===== config.mk =====
export PLATFORM = sky130hd
export DESIGN_NAME = sata_slot_tracker
export DESIGN_NICKNAME = d
export VERILOG_FILES = /design/src/rtl/slot_trk_pkg.sv /design/src/rtl/slot_onehot.sv /design/src/rtl/slot_event_decode.sv /design/src/rtl/srst_seq.sv /design/src/rtl/sata_slot_tracker.sv
export SDC_FILE = /design/constraint.sdc
export NUM_CORES = 1
export LEC_CHECK = 0
export BUFFER_PORTS_ARGS = -buffer_cell sky130_fd_sc_hd__buf_2
export CORE_UTILIZATION = 40
export DETAILED_ROUTE_END_ITERATION = 6
export PLACE_DENSITY = 0.7
export SKIP_LAST_GASP = 1
export SYNTH_ARGS = -nofsm -noshare
export SYNTH_HDL_FRONTEND = slang
export SYNTH_SLANG_ARGS = --single-unit

===== constraint.sdc =====
create_clock -name clk -period 1.75 [get_ports clk]
set_clock_uncertainty 0.15 [all_clocks]
set_input_delay 0.0875 -clock clk [delete_from_list [all_inputs] [get_ports clk]]
set_output_delay 0.0875 -clock clk [all_outputs]
set_load 0.1 [all_outputs]

===== src/rtl/slot_trk_pkg.sv =====
package slot_trk_pkg;
    typedef enum logic [1:0] {
        EV_QUEUED = 2'd0,
        EV_DONE   = 2'd1,
        EV_FINISH = 2'd2,
        EV_ERROR  = 2'd3
    } ev_kind_e;

    typedef enum logic [1:0] {
        SR_IDLE     = 2'd0,
        SR_ASSERTED = 2'd1,
        SR_DIAG     = 2'd2
    } srst_phase_e;

    localparam int ST_ERR = 2;
    localparam int ST_BSY = 1;
    localparam int ST_DRQ = 0;
endpackage


===== src/rtl/slot_onehot.sv =====
module slot_onehot #(
    parameter int NUM_SLOTS = 32,
    parameter int SLOT_W    = $clog2(NUM_SLOTS)
) (
    input  logic                 valid,
    input  logic [SLOT_W-1:0]    idx,
    output logic [NUM_SLOTS-1:0] mask
);
    for (genvar i = 0; i < NUM_SLOTS; i++) begin : g_bit
        assign mask[i] = valid && (idx == SLOT_W'(i));
    end
endmodule


===== src/rtl/slot_event_decode.sv =====
module slot_event_decode
    import slot_trk_pkg::*;
#(
    parameter int NUM_SLOTS = 32,
    parameter int SLOT_W    = $clog2(NUM_SLOTS)
) (
    input  logic                 ev_valid,
    input  logic [1:0]           ev_kind,
    input  logic [SLOT_W-1:0]    ev_slot,
    input  logic [2:0]           ev_status,
    output logic [NUM_SLOTS-1:0] clr_issue,
    output logic [NUM_SLOTS-1:0] clr_active
);
    logic                 clean;
    logic                 hit_issue;
    logic                 hit_active;
    logic [NUM_SLOTS-1:0] slot_mask;

    always_comb begin
        clean      = (ev_status == 3'b000);
        hit_issue  = clean && ((ev_kind_e'(ev_kind) == EV_QUEUED) ||
                               (ev_kind_e'(ev_kind) == EV_DONE));
        hit_active = clean && (ev_kind_e'(ev_kind) == EV_FINISH);
    end

    slot_onehot #(.NUM_SLOTS(NUM_SLOTS), .SLOT_W(SLOT_W)) u_dec (
        .valid (ev_valid),
        .idx   (ev_slot),
        .mask  (slot_mask)
    );

    assign clr_issue  = hit_issue  ? slot_mask : '0;
    assign clr_active = hit_active ? slot_mask : '0;
endmodule


===== src/rtl/srst_seq.sv =====
module srst_seq
    import slot_trk_pkg::*;
#(
    parameter int NUM_SLOTS = 32,
    parameter int SLOT_W    = $clog2(NUM_SLOTS)
) (
    input  logic                 clk,
    input  logic                 rst_n,
    input  logic                 flush,
    input  logic                 fis_valid,
    input  logic [SLOT_W-1:0]    fis_slot,
    input  logic                 fis_srst,
    input  logic                 fis_cbit,
    input  logic                 ev_valid,
    input  logic [1:0]           ev_kind,
    input  logic [SLOT_W-1:0]    ev_slot,
    input  logic                 ev_bsy,
    input  logic                 ev_drq,
    output logic [1:0]           phase,
    output logic [NUM_SLOTS-1:0] clr_mask
);
    typedef struct packed {
        srst_phase_e       ph;
        logic [SLOT_W-1:0] slot;
    } seq_t;

    seq_t seq_d, seq_q;

    logic                 assert_clr;
    logic                 diag_done;
    logic [NUM_SLOTS-1:0] assert_mask;
    logic [NUM_SLOTS-1:0] diag_mask;

    always_comb begin
        assert_clr = fis_valid && fis_srst && fis_cbit;
        diag_done  = (seq_q.ph == SR_DIAG) && ev_valid &&
                     (ev_kind_e'(ev_kind) == EV_DONE) &&
                     (ev_slot == seq_q.slot) && !ev_bsy && !ev_drq;

        seq_d = seq_q;
        if (flush) begin
            seq_d.ph = SR_IDLE;
        end else if (fis_valid && fis_srst) begin
            seq_d.ph = SR_ASSERTED;
        end else begin
            case (seq_q.ph)
                SR_ASSERTED: begin
                    if (fis_valid) begin
                        seq_d.ph   = SR_DIAG;
                        seq_d.slot = fis_slot;
                    end
                end
                SR_DIAG: begin
                    if (diag_done) begin
                        seq_d.ph = SR_IDLE;
                    end
                end
                default: seq_d.ph = SR_IDLE;
            endcase
        end
    end

    always_ff @(posedge clk or negedge rst_n) begin
        if (!rst_n) begin
            seq_q <= '{ph: SR_IDLE, slot: '0};
        end else begin
            seq_q <= seq_d;
        end
    end

    slot_onehot #(.NUM_SLOTS(NUM_SLOTS), .SLOT_W(SLOT_W)) u_assert_dec (
        .valid (assert_clr),
        .idx   (fis_slot),
        .mask  (assert_mask)
    );

    slot_onehot #(.NUM_SLOTS(NUM_SLOTS), .SLOT_W(SLOT_W)) u_diag_dec (
        .valid (diag_done),
        .idx   (seq_q.slot),
        .mask  (diag_mask)
    );

    assign clr_mask = assert_mask | diag_mask;
    assign phase    = seq_q.ph;
endmodule


===== src/rtl/sata_slot_tracker.sv =====
module sata_slot_tracker
    import slot_trk_pkg::*;
#(
    parameter int NUM_SLOTS = 32,
    localparam int SLOT_W   = $clog2(NUM_SLOTS)
) (
    input  logic                 clk,
    input  logic                 rst_n,
    input  logic                 start_wr_en,
    input  logic                 start_wr_val,
    input  logic                 issue_wr_en,
    input  logic [NUM_SLOTS-1:0] issue_wr_mask,
    input  logic                 tag_wr_en,
    input  logic [NUM_SLOTS-1:0] tag_wr_mask,
    input  logic                 port_reset,
    input  logic                 ev_valid,
    input  logic [1:0]           ev_kind,
    input  logic [SLOT_W-1:0]    ev_slot,
    input  logic [2:0]           ev_status,
    input  logic                 fis_valid,
    input  logic [SLOT_W-1:0]    fis_slot,
    input  logic                 fis_srst,
    input  logic                 fis_cbit,
    output logic                 start_o,
    output logic [NUM_SLOTS-1:0] issue_o,
    output logic [NUM_SLOTS-1:0] active_o,
    output logic [1:0]           srst_phase_o
);
    typedef struct packed {
        logic                 start;
        logic [NUM_SLOTS-1:0] issue;
        logic [NUM_SLOTS-1:0] active;
    } port_state_t;

    port_state_t st_d, st_q;

    logic                 stop_fall;
    logic                 flush;
    logic [NUM_SLOTS-1:0] ev_clr_issue;
    logic [NUM_SLOTS-1:0] ev_clr_active;
    logic [NUM_SLOTS-1:0] sr_clr_issue;
    logic [NUM_SLOTS-1:0] set_issue;
    logic [NUM_SLOTS-1:0] set_active;

    slot_event_decode #(.NUM_SLOTS(NUM_SLOTS), .SLOT_W(SLOT_W)) u_evdec (
        .ev_valid   (ev_valid),
        .ev_kind    (ev_kind),
        .ev_slot    (ev_slot),
        .ev_status  (ev_status),
        .clr_issue  (ev_clr_issue),
        .clr_active (ev_clr_active)
    );

    srst_seq #(.NUM_SLOTS(NUM_SLOTS), .SLOT_W(SLOT_W)) u_srst (
        .clk       (clk),
        .rst_n     (rst_n),
        .flush     (flush),
        .fis_valid (fis_valid),
        .fis_slot  (fis_slot),
        .fis_srst  (fis_srst),
        .fis_cbit  (fis_cbit),
        .ev_valid  (ev_valid),
        .ev_kind   (ev_kind),
        .ev_slot   (ev_slot),
        .ev_bsy    (ev_status[ST_BSY]),
        .ev_drq    (ev_status[ST_DRQ]),
        .phase     (srst_phase_o),
        .clr_mask  (sr_clr_issue)
    );

    always_comb begin
        stop_fall  = start_wr_en && !start_wr_val && st_q.start;
        flush      = stop_fall || port_reset;
        set_issue  = (st_q.start && issue_wr_en) ? issue_wr_mask : '0;
        set_active = (st_q.start && tag_wr_en)   ? tag_wr_mask   : '0;

        st_d = st_q;
        if (start_wr_en) begin
            st_d.start = start_wr_val;
        end

        // clears are applied after sets so they win on a shared slot
        st_d.issue  = (st_q.issue  | set_issue)  & ~(ev_clr_issue | sr_clr_issue);
        st_d.active = (st_q.active | set_active) & ~ev_clr_active;

        if (port_reset) begin
            st_d.issue = '0;
        end
        if (stop_fall) begin
            st_d.issue  = '0;
            st_d.active = '0;
        end
    end

    always_ff @(posedge clk or negedge rst_n) begin
        if (!rst_n) begin
            st_q <= '0;
        end else begin
            st_q <= st_d;
        end
    end

    assign start_o  = st_q.start;
    assign issue_o  = st_q.issue;
    assign active_o = st_q.active;
endmodule


==> results of run 1 <==
==> worst max-delay path: cells and delay by family, from the launching register on <==
family           cells  cell delay, ps
DFF                  1             420
muxes                1             330
and+or+nand+nor      2             790
==> per-layer routing <==
metal / routed length, µm / share of wire [%]
met2: 6960 / 47
met1: 5939 / 40
met3: 1293 / 8.8
met5: 0 / 0
met4: 547 / 3.7
==> flip-flops by register name, indices dropped and copies added (netlist names) <==
signal        count
start_o           1
u_srst.seq_q      5
u_srst.phase      2
issue_o          32
active_o         32
==> worst paths after layout <==
path	slack, ps	depth (start not counted)	to
worst min register to register	440	2	active_o[10]
worst min-delay path	6	5	issue_o[29]
worst max register to register	-50	3	u_srst.seq_q[1]
max in group asynchronous	990	3	start_o
min in group asynchronous	130	3	active_o[15]
worst max-delay path	-50	3	u_srst.seq_q[1]
==> cells by family after synthesis <==
group / Yosys count
buffers and inverters: 43
and+or+nand+nor: 129
AOI/OAI and AO/OA: 163
muxes: 6
DFF: 72
xor gates and xnor gates: 5
==> cell type report <==
class	count	area (µm²)
Inverter	2	7.507
Timing Repair Buffer	241	1623
Sequential cell	72	1805
Multi-Input combinational cell	303	2054
Clock inverter	4	51.30
Antenna cell	2	5.005
Clock buffer	12	155.1
Tap cell	133	166.4
Fill cell	853	3861
==> power breakdown <==
part           switching, mW  internal [mW]
combinational           2.29          0.707
sequential             0.136           1.89
clock                  0.650          0.740
total                   3.07           3.34
==> cell usage in the layout, fill, tap and decap left out, types with 2 or more instances in the layout <==
master and count:
sky130_fd_sc_hd__buf_2 155, sky130_fd_sc_hd__dfrtp_1 71, sky130_fd_sc_hd__a31oi_1 51, sky130_fd_sc_hd__a21oi_1 46, sky130_fd_sc_hd__dlygate4sd3_1 44, sky130_fd_sc_hd__nor3_1 34
sky130_fd_sc_hd__buf_4 34, sky130_fd_sc_hd__o221ai_1 32, sky130_fd_sc_hd__a211oi_1 32, sky130_fd_sc_hd__nand2_1 17, sky130_fd_sc_hd__nor2_1 15, sky130_fd_sc_hd__clkbuf_8 11
sky130_fd_sc_hd__nor2b_1 10, sky130_fd_sc_hd__nand3_1 10, sky130_fd_sc_hd__buf_12 7, sky130_fd_sc_hd__nand2b_1 6, sky130_fd_sc_hd__nor3_2 5, sky130_fd_sc_hd__mux2_4 5
sky130_fd_sc_hd__and2_1 4, sky130_fd_sc_hd__nand4_1 4, sky130_fd_sc_hd__xnor2_1 3, sky130_fd_sc_hd__nor4b_4 3, sky130_fd_sc_hd__diode_2 2, sky130_fd_sc_hd__inv_1 2
sky130_fd_sc_hd__xnor2_2 2, sky130_fd_sc_hd__nand4b_1 2, sky130_fd_sc_hd__and3_1 2, sky130_fd_sc_hd__nor4_2 2, sky130_fd_sc_hd__nand3b_1 2
==> timing repair <==
action | 4_1_cts | 5_1_grt
endpoints found under the setup margin | 5 | 35
pin swaps | 5 | 5
resized for setup | 5 | 9
endpoints found under the hold margin | 114 | 0
cloned | 0 | 0
hold buffers | 44 | 0
setup buffers | 4 | 2
==> through the flow <==
| step | hold slack [ps] | util (%) | cells |
|---|---|---|---|
| 6_report | 5.815 | 60.31 | 769 |
| 5_1_grt | 21.12 | 60.26 | 767 |
| 4_1_cts | -32.65 | 59.54 | 765 |
| 3_5_place_dp | -5.306 | 52.39 | 701 |
| 3_3_place_gp | -11.22 | 52.39 | 701 |
| 2_1_floorplan | -358.1 | - | 418 |
==> results.txt, run 1 <==
For this design the top-level I/O count stands at 157. The most area-hungry cell type in the Yosys netlist was sky130_fd_sc_hd__dfrtp_1. Die area: 0.01039 mm². In the routed design, unresolved DRC markers number 0. In this run, CTS created clock tree buffers numbering 9. Measured along the x axis, the die boundary spans 102.0 µm. The share of synthesized flip-flops with an asynchronous set or reset is 100.0%. From synthesis to final layout, the design area changed by 46.84%. Shortest clock period the worst path allows after layout: 1795 ps.

At the end of the flow, the number of nets in the layout was 719. In the synthesized netlist the dominant register cell turns out to be sky130_fd_sc_hd__dfrtp_1. Summing the areas of all and, or, nand and nor instances in the mapped netlist gives 19.44% of the synthesized area. Of the synthesized area, sequential elements account for 45.08%.

The worst setup path is launched from a register. After Yosys synthesis, full adders, half adders and majority gates account for 0% of the synthesized area. Buffers placed on the I/O ports in this run total 156. The number of clock sinks came out at 72. The number of standard cells after synthesis came out at 418. The reg-to-reg critical path startpoint was u_srst.phase[1]. After synthesis the netlist holds a flip-flop and latch count of 72. The portion of synthesized area spent on multiplexers is 1.691%. Synthesis instantiated 41 different standard cells from the library. After routing the design area is 0.005868 mm². The floorplan has 36 rows. Root buffer selected by CTS: sky130_fd_sc_hd__clkbuf_8.

The via count of the first global-routing pass is 4294. The relative max-transition margin came out at 56.64%. Using the TritonRoute via totals, the vias-per-cell ratio works out to 6.004.

In the post-synthesis netlist, the cell with the most instances is sky130_fd_sc_hd__dfrtp_1. The critical path goes through or4b_4 -> nor2_4 -> mux2_4. For the setup slack of the critical path after layout, the log shows -45.31 ps. Launch point of the worst path: u_srst.phase[1]. The number of antenna violations at the first check in global routing came out at 0. Derived from the worst setup path, the maximum achievable clock frequency is 557.0 MHz.

TritonCTS built the clock tree. The chip height was 102.0 µm; the final-layout setup total negative slack was -283.4 ps. The first global-routing pass estimated 21560 µm of wire.

The startpoint identified for the worst hold timing path is issue_wr_mask[29]. The maximum cell stage delay along the critical path was 560 ps. The final reports fail on negative setup slack. Category of the critical setup timing path: register to register.

The slowest library cell on the worst path is sky130_fd_sc_hd__or4b_4. The later pin in the worst-skew pair is clocked with a latency of 360 ps. The Yosys step of the flow raised 0 warnings.

After synthesis, the largest family of logic cells by area is compound AO/OA/AOI/OAI gates. For met2 alone, demand over resource in global routing was 43.30%. Of the post-synthesis cell area, the dominant cell type holds 45.08%.

The tools report the max-cap check violation count as 0. Final wirelength: 14740 µm. The post-route netlist has 37.85% of its cells at a drive strength greater than 1. In the final routed layout, each cell accounts on average for 19.17 µm.

The tools report the final count of hold timing violations as 0. In the post-synthesis netlist, the biggest area contributors are sky130_fd_sc_hd__dfrtp_1 45%, sky130_fd_sc_hd__a31oi_1 8.1%, sky130_fd_sc_hd__o221ai_1 7.0%. Setup violations remaining at the end of the flow were counted as 10. In this run the cell area of the synthesized design comes to 0.003996 mm². The average instance in the mapped netlist occupies 9.561 µm².

The synthesized netlist devotes 1.284% of its cell area to XOR and XNOR gates. The first-pass iteration count of the detailed router was 5. Routability-driven placement finished with a final weighted congestion of 0.9077.

At the worst endpoint, the required time is 1840 ps. The final HPWL from detailed placement was 9838 µm. The clock tree synthesis step divided the H-tree into 3 levels. Data arrives at the worst endpoint at 1890 ps. The worst hold path belongs to the class input port to register.

The total area inside the core boundary comes to 0.009729 mm². The worst-case IR drop observed on VDD is 0.6338 mV. After layout, the design draws a total of 6.412 mW. Total global-route track usage: 27.31%. For this configuration, the core starts out at a cell density of 41.08%. The most crowded layer after global routing is met2.

The static leakage power is 2.595 nW, and the final worst-path cycle share is 102.6%. Counting every net in the synthesized netlist gives 508. In this run, synthesis inferred 0 flip-flops with an integrated enable.

The run finished, with violations left. The final route contains 4617 vias. For met3 alone, demand over resource in global routing was 5.609%. The register clock-pin slew on the reported worst setup and hold paths is 80 ps, and the pre-CTS setup slack is -85.17 ps. The final max-slew violation count came out at 0. The transition time of the tightest slew-check pin came out at 648.0 ps. The number of violations reported at the end of detailed-routing iteration 0 came out at 360. Entering global routing, the biggest net connects 73 pins. The placed cell area is 0.005097 mm². The commonest cells after synthesis are 72 x sky130_fd_sc_hd__dfrtp_1, 52 x sky130_fd_sc_hd__a31oi_1, 46 x sky130_fd_sc_hd__a21oi_1, 38 x sky130_fd_sc_hd__nor3_1. In this run the deepest clock path goes through 2 buffers.

Global routing used 35.76% of the available met1 tracks. After global routing the overflow that remains totals 0. The power per cell area was 1093 mW/mm². Setup repair after global routing could not meet its margin everywhere. The tools report the kind of capture point of the worst setup path as a register. The synthesized netlist devotes 27.14% of its cell area to compound gates.

The count of nets left with antenna violations once routing finished came out at 0. Of all nets on the critical path, the largest fanout is 5.
Power figures use the tool's default switching activity.
==> run 2, diff against run 1 <==
Settings changed: PLACE_DENSITY 0.7 to 0.68.
Clock period 1.75 ns to 1.7 ns, I/O delays scaled along.
==> run 2 against run 1 <==
Compared with the run above: the run still ends with negative setup slack left; first-iteration DRC count down 3.1%; worst hold slack worse by 5.8 ps; register-to-register slack worse by 110 ps; non-clock buffer count up 4; cell count up 0.26%; die area unchanged; design area up 2.9%; global-route usage up 0.50 points; routed wire length up 3.2%; total power up 4.1%; sequential share of layout area down 0.87 points; via count up 0.80%; critical path type unchanged; critical endpoint is now issue_o[30]; largest cell class unchanged.
==> results.txt, run 2 (synthesis gave the netlist of run 1 again) <==
Entering global routing, the biggest net connects 73 pins. The total overflow left after global routing is 0. In the routed design, unresolved DRC markers number 0. On the critical path, the stage with the largest delay is an instance of sky130_fd_sc_hd__dfrtp_1. CTS saw 72 sinks. The number of H-tree levels is 3. On the worst path, the slowest cell contributes a delay of 430 ps.

The run finished, with violations left. In the final routed layout, each cell accounts on average for 19.72 µm. The final worst-path cycle share was 109.4%; the number of ports placed on the die boundary was 157.

TritonCTS built the clock tree. The final max-slew violation count is 0. Quantity of I/O buffers inserted on ports: 156.

The highest fanout seen on the critical path is 8. The final weighted congestion in routability-driven placement was 0.8926; the horizontal die dimension was 102.0 µm. The tools report the count of vias placed by the detailed router as 4654. The signal on the critical path passes through nor4b_2 -> nand4b_1 -> nor4_4 -> buf_4 -> clkbuf_16 -> a31oi_1. The worst setup path is captured at a register. The number of antenna violations at the first check in global routing was 0. The effective utilization at floorplan is 41.08%, and the final count of hold timing violations is 0.

Leaving out filler cells and counting taps, the final layout contains 771. 0 antenna diodes ended up in the layout. In this run the tightest slew margin relative to its limit is 60.90%.

The peak supply drop is 0.6366 mV, and the power per cell area is 1105 mW/mm². Setup repair after global routing could not meet its margin everywhere. The root buffer selected by CTS is sky130_fd_sc_hd__clkbuf_8. The setup path with the least slack is of type register to register. The core area came out at 0.009729 mm². The number of vias per cell was 6.036; the register clock-pin slew on the reported worst setup and hold paths was 80 ps. On the critical path the largest part of the delay comes from simple AND/OR/NAND/NOR gates. The floorplan has 36 rows. Counting along the longest clock path gives a buffer depth of 2. Class of the worst hold path: input port to register.

The pre-CTS setup slack came out at -135.6 ps. The worst setup path is launched from a register. The checks that failed: negative setup slack. The design draws 6.673 mW.

Setup violations remaining at the end of the flow were counted as 27. The first detailed-routing pass took 6 iterations. Across every metal layer, demand over resource in global routing totals 27.81%.

At the pin with the least slew margin, the transition time is 586.4 ps. The filler cells instantiated in the layout total 812. Summed over all cells, the static leakage comes to 2.622 nW. The net count of the finished layout is 723. Across all hold checks on the routed design, the worst slack comes to 0.01532 ps.

Based on the critical path, the design can be clocked at up to 537.8 MHz. The later pin in the worst-skew pair is clocked with a latency of 360 ps. Across the run, the number of max-cap violations was 0. The final-layout setup total negative slack is -2942 ps, and the shortest clock period the worst path allows after layout is 1860 ps. The die area was 0.01039 mm². Data required time at the worst endpoint: 1790 ps. For the final wirelength, the log shows 15210 µm.

Leaving out fill and tap cells, the most frequent cell in the layout is sky130_fd_sc_hd__buf_2. In this run, placement finished with an instance count of 704. The signal arrival time at the worst endpoint is 1940 ps.

The run gives 0 as the number of nets still failing antenna checks after routing. The first global-routing pass estimated 21870 µm of wire. The via count of the first global-routing pass was 4342; the chip height was 102.0 µm. The library cells used most frequently in the layout, excluding fill and tap cells, are 155 x sky130_fd_sc_hd__buf_2, 71 x sky130_fd_sc_hd__dfrtp_1, 46 x sky130_fd_sc_hd__dlygate4sd3_1.

Fraction of final layout cells sized beyond drive strength 1: 40.13%. The tools report the setup slack of the critical path after layout as -159.6 ps. The detailed router finished its first iteration with 349 violations. The CTS buffer count was 9; the layout-stage area growth over the synthesis result was 51.13%. Together, buffers and inverters on the worst path number 2. The final HPWL from detailed placement is 9877 µm.
==> run 2: changes by cell type in the layout (fill, tap and decap cells not counted), sizes merged <==
cell,change
clkbuf,-1
clkinvlp,+1
inv,+1
dlygate4sd3,+2
diode,-2
buf,+1
==> run 2: what timing repair did <==
item | 4_1_cts | 5_1_grt
buffers inserted | 3 | 1
hold buffers | 46 | 0
hold endpoints to repair | 115 | 0
resized for setup | 5 | 31
setup endpoints to repair | 16 | 38
cloned | 0 | 1
pin swaps | 3 | 7
==> run 2: worst paths after layout <==
path | startpoint | to | slack [ps] | cells past startpoint
max reg2reg | u_srst.phase[0] | issue_o[30] | -160 | 6
min reg2reg | active_o[9] | active_o[9] | 440 | 2
min | issue_wr_mask[23] | issue_o[23] | 0.02 | 5
max | u_srst.phase[0] | issue_o[30] | -160 | 6
min in group asynchronous | rst_n | active_o[12] | 130 | 3
max in group asynchronous | rst_n | start_o | 950 | 3
==> run 2: layer usage <==
metal  part of all wire [%]  vias to the layer above  global-route usage (%)
li1                       -                     2077                       -
met1                     40                     2248                   37.65
met2                     48                      277                   44.13
met3                    8.2                       52                   4.446
met4                    3.2                        0                   12.53
met5                      0                        -                       0
==> run 2: tightest hold or removal path, delay by kind of cell <==
kind	cells	cell delay, ps
simple gates	1	60
compound gates	3	230
buf+inv	1	100
==> run 2: power by group <==
part	total, mW	leakage (nW)	internal [mW]	switching [mW]
Clock	1.39	0.0933	0.686	0.708
Combinational	3.19	1.61	0.759	2.43
Sequential	2.09	0.918	1.95	0.145
==> run 2: metrics by stage <==
step	util (%)	instance area (µm²)
floorplan	-	4026
global placement	52.62	5120
detailed placement	52.62	5120
CTS	59.79	5817
global route	62.08	6040
finish	62.08	6040
==> run 2: area by class of cell <==
| cell class | count | area [µm²] | area share [%] |
|---|---|---|---|
| multi-input combinational | 303 | 2190 | 36.25 |
| sequential | 72 | 1805 | 29.89 |
| timing repair buffer | 245 | 1675 | 27.74 |
| tap | 133 | 166.4 | 2.755 |
| clock buffer | 10 | 127.6 | 2.113 |
| clock inverter | 6 | 67.56 | 1.119 |
| inverter | 2 | 7.507 | 0.1243 |
